### config.mk
export PLATFORM = sky130hd
export DESIGN_NAME = kbd_rx_top
export DESIGN_NICKNAME = d
export VERILOG_FILES = /design/src/rtl/kbd_rx_pkg.sv /design/src/rtl/kbd_line_sync.sv /design/src/rtl/kbd_frame_fsm.sv /design/src/rtl/kbd_hold_reg.sv /design/src/rtl/kbd_rx_top.sv
export SDC_FILE = /design/constraint.sdc
export NUM_CORES = 1
export LEC_CHECK = 0
export ABC_AREA = 1
export BUFFER_PORTS_ARGS = -buffer_cell sky130_fd_sc_hd__buf_2
export CAP_MARGIN = 20
export CORE_AREA = 2 2 43 84
export DETAILED_ROUTE_END_ITERATION = 12
export DIE_AREA = 0 0 45 86
export MAX_ROUTING_LAYER = met4
export PLACE_DENSITY = 0.83
export RECOVER_POWER = 100
export SLEW_MARGIN = 0
export SYNTH_ARGS = -nofsm -noshare
export SYNTH_HDL_FRONTEND = slang
export SYNTH_SLANG_ARGS = --single-unit
### constraint.sdc
create_clock -name clk -period 2.3 [get_ports clk]
set_clock_uncertainty 0.05 [all_clocks]
set_input_delay 0.115 -clock clk [delete_from_list [all_inputs] [get_ports clk]]
set_output_delay 0.115 -clock clk [all_outputs]
set_load 0.01 [all_outputs]
### src/rtl/kbd_rx_pkg.sv
package kbd_rx_pkg;
    typedef enum logic [1:0] {
        ST_IDLE   = 2'd0,
        ST_DATA   = 2'd1,
        ST_PARITY = 2'd2,
        ST_STOP   = 2'd3
    } rx_state_e;

    localparam logic ADDR_CODE = 1'b0;
    localparam logic ADDR_STAT = 1'b1;
    localparam int   STAT_PEND_BIT = 0;
    localparam int   STAT_OVR_BIT  = 1;
endpackage

### src/rtl/kbd_line_sync.sv
module kbd_line_sync #(
    parameter int STAGES = 2
) (
    input  logic clk,
    input  logic rst_n,
    input  logic ps2_clk_i,
    input  logic ps2_dat_i,
    output logic dat_o,
    output logic fall_o,
    output logic edge_o
);
    logic [STAGES-1:0] clk_sh;
    logic [STAGES-1:0] dat_sh;
    logic              clk_prev;

    always_ff @(posedge clk or negedge rst_n) begin
        if (!rst_n) begin
            clk_sh   <= '1;
            dat_sh   <= '1;
            clk_prev <= 1'b1;
        end else begin
            clk_sh   <= {clk_sh[STAGES-2:0], ps2_clk_i};
            dat_sh   <= {dat_sh[STAGES-2:0], ps2_dat_i};
            clk_prev <= clk_sh[STAGES-1];
        end
    end

    assign dat_o  = dat_sh[STAGES-1];
    assign fall_o = clk_prev & ~clk_sh[STAGES-1];
    assign edge_o = clk_prev ^ clk_sh[STAGES-1];

    // a falling edge is only reported when the synchronised line was high one cycle earlier
    a_r1_fall_from_high: assert property (@(posedge clk) disable iff (!rst_n)
        fall_o |-> $past(clk_sh[STAGES-1]));
endmodule

### src/rtl/kbd_frame_fsm.sv
module kbd_frame_fsm
    import kbd_rx_pkg::*;
#(
    parameter int DATA_W      = 8,
    parameter int TIMEOUT_CYC = 100
) (
    input  logic              clk,
    input  logic              rst_n,
    input  logic              dat_i,
    input  logic              fall_i,
    input  logic              edge_i,
    output logic              done_o,
    output logic [DATA_W-1:0] byte_o
);
    localparam int CNT_W = (DATA_W > 1) ? $clog2(DATA_W) : 1;
    localparam logic [CNT_W-1:0] CNT_LAST = CNT_W'(DATA_W - 1);
    localparam int TMR_W = $clog2(TIMEOUT_CYC + 1);
    localparam logic [TMR_W-1:0] TMR_LAST = TMR_W'(TIMEOUT_CYC - 1);

    rx_state_e         state, state_nx;
    logic [CNT_W-1:0]  bitcnt;
    logic [DATA_W-1:0] shreg;
    logic [TMR_W-1:0]  tmr;
    logic              expire;

    assign expire = (state != ST_IDLE) && (tmr == TMR_LAST);

    // retriggerable timeout: any PS/2 clock edge restarts it
    always_ff @(posedge clk or negedge rst_n) begin
        if (!rst_n)
            tmr <= '0;
        else if (state == ST_IDLE || edge_i)
            tmr <= '0;
        else if (!expire)
            tmr <= tmr + 1'b1;
    end

    always_ff @(posedge clk or negedge rst_n) begin
        if (!rst_n)
            state <= ST_IDLE;
        else
            state <= state_nx;
    end

    always_comb begin
        state_nx = state;
        if (expire) begin
            state_nx = ST_IDLE;
        end else if (fall_i) begin
            unique case (state)
                ST_IDLE:   state_nx = dat_i ? ST_IDLE : ST_DATA;
                ST_DATA:   state_nx = (bitcnt == CNT_LAST) ? ST_PARITY : ST_DATA;
                ST_PARITY: state_nx = ST_STOP;
                ST_STOP:   state_nx = ST_IDLE;
            endcase
        end
    end

    always_ff @(posedge clk or negedge rst_n) begin
        if (!rst_n) begin
            bitcnt <= '0;
            shreg  <= '0;
            done_o <= 1'b0;
            byte_o <= '0;
        end else begin
            done_o <= 1'b0;
            if (fall_i && !expire) begin
                unique case (state)
                    ST_IDLE:   bitcnt <= '0;
                    ST_DATA: begin
                        shreg  <= {dat_i, shreg[DATA_W-1:1]};
                        bitcnt <= bitcnt + 1'b1;
                    end
                    ST_PARITY: ;
                    ST_STOP: begin
                        if (dat_i) begin
                            done_o <= 1'b1;
                            byte_o <= shreg;
                        end
                    end
                endcase
            end
        end
    end

    // delivery only follows a stop-bit state
    a_r6_done_after_stop: assert property (@(posedge clk) disable iff (!rst_n)
        done_o |-> $past(state == ST_STOP));
    // an expired timeout always returns the engine to idle
    a_r7_timeout_idles: assert property (@(posedge clk) disable iff (!rst_n)
        expire |=> (state == ST_IDLE));
    // data bits are only collected in the data state
    a_r1_cnt_bound: assert property (@(posedge clk) disable iff (!rst_n)
        (state == ST_PARITY) |-> (bitcnt == '0 || bitcnt == CNT_W'(DATA_W)));
endmodule

### src/rtl/kbd_hold_reg.sv
module kbd_hold_reg #(
    parameter int DATA_W = 8
) (
    input  logic              clk,
    input  logic              rst_n,
    input  logic              done_i,
    input  logic [DATA_W-1:0] byte_i,
    input  logic              rd_code_i,
    output logic [DATA_W-1:0] code_o,
    output logic              pend_o,
    output logic              ovr_o
);
    always_ff @(posedge clk or negedge rst_n) begin
        if (!rst_n) begin
            code_o <= '0;
            pend_o <= 1'b0;
            ovr_o  <= 1'b0;
        end else begin
            if (done_i) begin
                code_o <= byte_i;
                pend_o <= 1'b1;
                ovr_o  <= pend_o && !rd_code_i;
            end else if (rd_code_i) begin
                pend_o <= 1'b0;
                ovr_o  <= 1'b0;
            end
        end
    end

    // a delivered frame makes the request pending
    a_r2_done_sets_pend: assert property (@(posedge clk) disable iff (!rst_n)
        done_i |=> pend_o);
    // a code read with no new frame releases the request
    a_r3_read_clears: assert property (@(posedge clk) disable iff (!rst_n)
        (rd_code_i && !done_i) |=> (!pend_o && !ovr_o));
    // a frame landing on an unread code flags overrun
    a_r8_overrun_set: assert property (@(posedge clk) disable iff (!rst_n)
        (done_i && pend_o && !rd_code_i) |=> ovr_o);
    // overrun never stands without a pending code
    a_r8_ovr_needs_pend: assert property (@(posedge clk) disable iff (!rst_n)
        ovr_o |-> pend_o);
endmodule

### src/rtl/kbd_rx_top.sv
module kbd_rx_top
    import kbd_rx_pkg::*;
#(
    parameter int DATA_W      = 8,
    parameter int TIMEOUT_CYC = 100,
    parameter int SYNC_STAGES = 2
) (
    input  logic              clk,
    input  logic              rst_n,
    input  logic              ps2_clk_i,
    input  logic              ps2_dat_i,
    input  logic              rd_en_i,
    input  logic              addr_i,
    output logic [DATA_W-1:0] rdata_o,
    output logic              irq_o
);
    logic              dat_s, fall_s, edge_s;
    logic              done;
    logic [DATA_W-1:0] rx_byte;
    logic [DATA_W-1:0] code;
    logic              pend, ovr;
    logic              rd_code;

    kbd_line_sync #(.STAGES(SYNC_STAGES)) u_sync (
        .clk(clk), .rst_n(rst_n),
        .ps2_clk_i(ps2_clk_i), .ps2_dat_i(ps2_dat_i),
        .dat_o(dat_s), .fall_o(fall_s), .edge_o(edge_s)
    );

    kbd_frame_fsm #(.DATA_W(DATA_W), .TIMEOUT_CYC(TIMEOUT_CYC)) u_fsm (
        .clk(clk), .rst_n(rst_n),
        .dat_i(dat_s), .fall_i(fall_s), .edge_i(edge_s),
        .done_o(done), .byte_o(rx_byte)
    );

    assign rd_code = rd_en_i && (addr_i == ADDR_CODE);

    kbd_hold_reg #(.DATA_W(DATA_W)) u_hold (
        .clk(clk), .rst_n(rst_n),
        .done_i(done), .byte_i(rx_byte), .rd_code_i(rd_code),
        .code_o(code), .pend_o(pend), .ovr_o(ovr)
    );

    always_comb begin
        rdata_o = '0;
        if (addr_i == ADDR_STAT) begin
            rdata_o[STAT_PEND_BIT] = pend;
            rdata_o[STAT_OVR_BIT]  = ovr;
        end else begin
            rdata_o = code;
        end
    end

    assign irq_o = pend;

    // a status read leaves the pending flag untouched
    a_r4_stat_no_effect: assert property (@(posedge clk) disable iff (!rst_n)
        (rd_en_i && addr_i == ADDR_STAT && !done) |=> $stable(irq_o));
endmodule

==> results.ini <==
[run_status]
status = completed

[critical_path]
end_kind = flip-flop
required_ps = 2440
arrival_ps = 1980
reg2reg_slack_ps = 460
cp-start-kind = flip-flop
critPathKind = reg -> reg
crit_fanout = 14

[place]
dp.cells = 255
dp_hpwl_um = 2413
portBuffers = 14
gp_congestion = 0.8496

[grt]
grt_pass1_vias = 1429
grt_overflow = 0
grt_use_total_pct = 21.15
grt_max_degree = 45
grt_pass1_wl_um = 5823
antenna_found_initial = 0

[synth]
syn_area_mm2 = 0.001927
yosys.area_share.adder_pct = 2.597
muxShareOfSynthArea_pct = 0
ys_seq_area_share_pct = 57.47
synth_cells = 215
syn_nets = 225
ys_ff_latch = 44
synth_top_family_by_area = simple AND/OR/NAND/NOR gates
synthDistinctLibCells = 21
yosysWarnings = 0
synth-simple-area-share_pct = 28.18
syn_area_per_cell_um2 = 8.962
synthXorXnorAreaFrac_pct = 0.4545
synth_compound_area_share_pct = 4.416

[clock_tree]
cts_resized = 0
post_cts_buffers = 0
cts_tree = done
clk_latency_ps = 290
cts_buffers = 5
cts_sinks = 44
hold_buffers = 3
cts_root_buf = clkbuf_8
htreeDepth = 2
clk_path_buf_depth = 2
path_clk_slew_ps = 80

[floorplanning]
start_util_pct = 60.34
dieArea_mm2 = 0.003870
rows = 29
die_x_um = 45
io_pins = 15
coreArea_mm2 = 0.003193
die_h_um = 86

[timing]
slew_violations = 0
rsz0062_at_grt = no
hold_viol = 0
period_needed_ps = 1840
worst_pin_slew_ps = 1042
final.setup.tns_ps = 0
period_share_pct = 79.98
max_clock_freq_ghz = 0.5436
relSlewSlack_pct = 30.56
setup_viol = 0

[drt]
drt_wl_total_um = 3389
antenna_left = 0
drt-initial-drc-count = 37
first_pass_iters = 4
wire_per_inst_um = 12.79
vias_per_cell = 5.536
drc = 0
vias = 1467

[layout]
layout-drive-gt1-share_pct = 10.26
syn_to_final_growth_pct = 9.091
diodes = 0
fillCellCount = 294
fin_cells = 265
nNetsFinal = 244

[pwr]
seq_power_share_pct = 60.7
p_leak_nw = 1.067
p_clk_share_pct = 30.1
pwr-share-comb_pct = 9.2
switchingPower_mw = 0.3851
switching_share_pct = 25.93
peakVddDrop_v = 0.0006819
p_per_area_mw_per_mm2 = 706.5
power_mw = 1.485
p_int_mw = 1.100

[hold_path]
hp-class = in -> reg

[job]
maxCapViolCount = 0

path summary, 6_finish.rpt:
kind | startpoint | to | cells past startpoint
worst max-delay path | u_fsm.tmr[0] | u_fsm.tmr[0] | 8
worst min-delay path | rd_en_i | u_hold.pend_o | 4
worst max register to register | u_fsm.tmr[0] | u_fsm.tmr[0] | 8
worst min register to register | u_sync.dat_sh[0] | u_sync.dat_sh[1] | 0
max in group asynchronous | rst_n | u_fsm.tmr[4] | 2
min in group asynchronous | rst_n | u_fsm.byte_o[7] | 2
critical path, stage by stage (launching register included):
cell      delay [ps]
dfrtp_1          410
ha_1             250
nand2_1           70
nor2_1            40
nand2_1          310
clkbuf_1         370
nor2_1           110
nand2_1           80
nand2_1           40
per-layer routing:
layer | part of all wire (%) | vias to the layer above | GRT usage (%) | wire [um]
met1 | 37 | 702 | 19.63 | 1254
li1 | - | 734 | - | -
met3 | 2.8 | 5 | 4.632 | 95
met4 | 2.4 | 0 | 10.96 | 80
met5 | 0 | - | - | 0
met2 | 58 | 26 | 37.66 | 1959
cell type report:
cell class                      count  area [um2]  share of cell area [%]
Timing Repair Buffer               21       115.1                   5.476
Clock buffer                        6       72.57                   3.452
Clock inverter                      1       5.005                  0.2381
Sequential cell                    44        1107                   52.68
Tap cell                           31       38.79                   1.845
Multi-Input combinational cell    141       684.4                   32.56
Inverter                           21       78.83                   3.750
flip-flops by register name, summed over array words and instances, names as in the netlist, 2 cells and up:
name,flops
u_sync.clk_sh,2
u_fsm.bitcnt,3
u_hold.code_o,8
u_fsm.shreg,8
u_fsm.byte_o,8
u_fsm.state,2
u_sync.dat_sh,2
u_fsm.tmr,7
cells in the mapped netlist:
cell      instances  area (um2)
ha_1              4       50.05
clkbuf_1          2       7.510
dfrtp_1          39       975.9
nor2_2            3       18.77
xor2_1            1       8.760
a21oi_1           2       10.01
o21ai_0          15       75.07
nand2_2           1       6.260
buf_6             2       22.52
or2_2             1       6.260
nor2_1           13       48.80
nand2_1          67       251.5
nand3_4           1       17.52
nand3b_1          1       7.510
nor3_1            2       10.01
inv_1            21       78.83
buf_2             4       20.02
buf_1             1       3.750
dfstp_2           5       131.4
nand3_1           9       45.04
nand4_1          21       131.4
power groups by stage:
stage	Combinational [mW]	Clock (mW)	Sequential (mW)
after floorplan	0.0950	0	0.896
after global placement	0.129	0	0.912
after detailed placement	0.135	0	0.913
after CTS	0.139	0.464	0.900
after global routing	0.164	0.487	0.909
final	0.137	0.448	0.901
kinds of logic after synthesis:
family | Yosys count
flops | 44
simple gates | 119
fa+ha+maj | 4
buf+inv | 30
compound gates | 17
xor+xnor | 1
placed cells by master, fill, tap and decap left out, drive strengths merged:
master,instances
a21oi,2
buf,7
clkbuf,17
clkinv,1
dfrtp,39
dfstp,5
dlygate4sd3,3
ha,4
inv,21
nand2,68
nand3,10
nand3b,1
nand4,21
nor2,16
nor3,2
o21ai,15
or2,1
xor2,1
metrics by stage:
step	utilization, %	area (um2)	hold slack (ps)	setup WS [ps]
final	65.83	2102	48.72	460.4
after CTS	66.38	2120	45.36	653.5
after detailed placement	63.01	2012	171.3	666.7
after global routing	65.83	2102	74.58	310.6
after global placement	63.01	2012	169.2	700.5
after floorplan	-	1927	-230.6	881.7
Note: power is estimated with default switching activity, not from simulation.
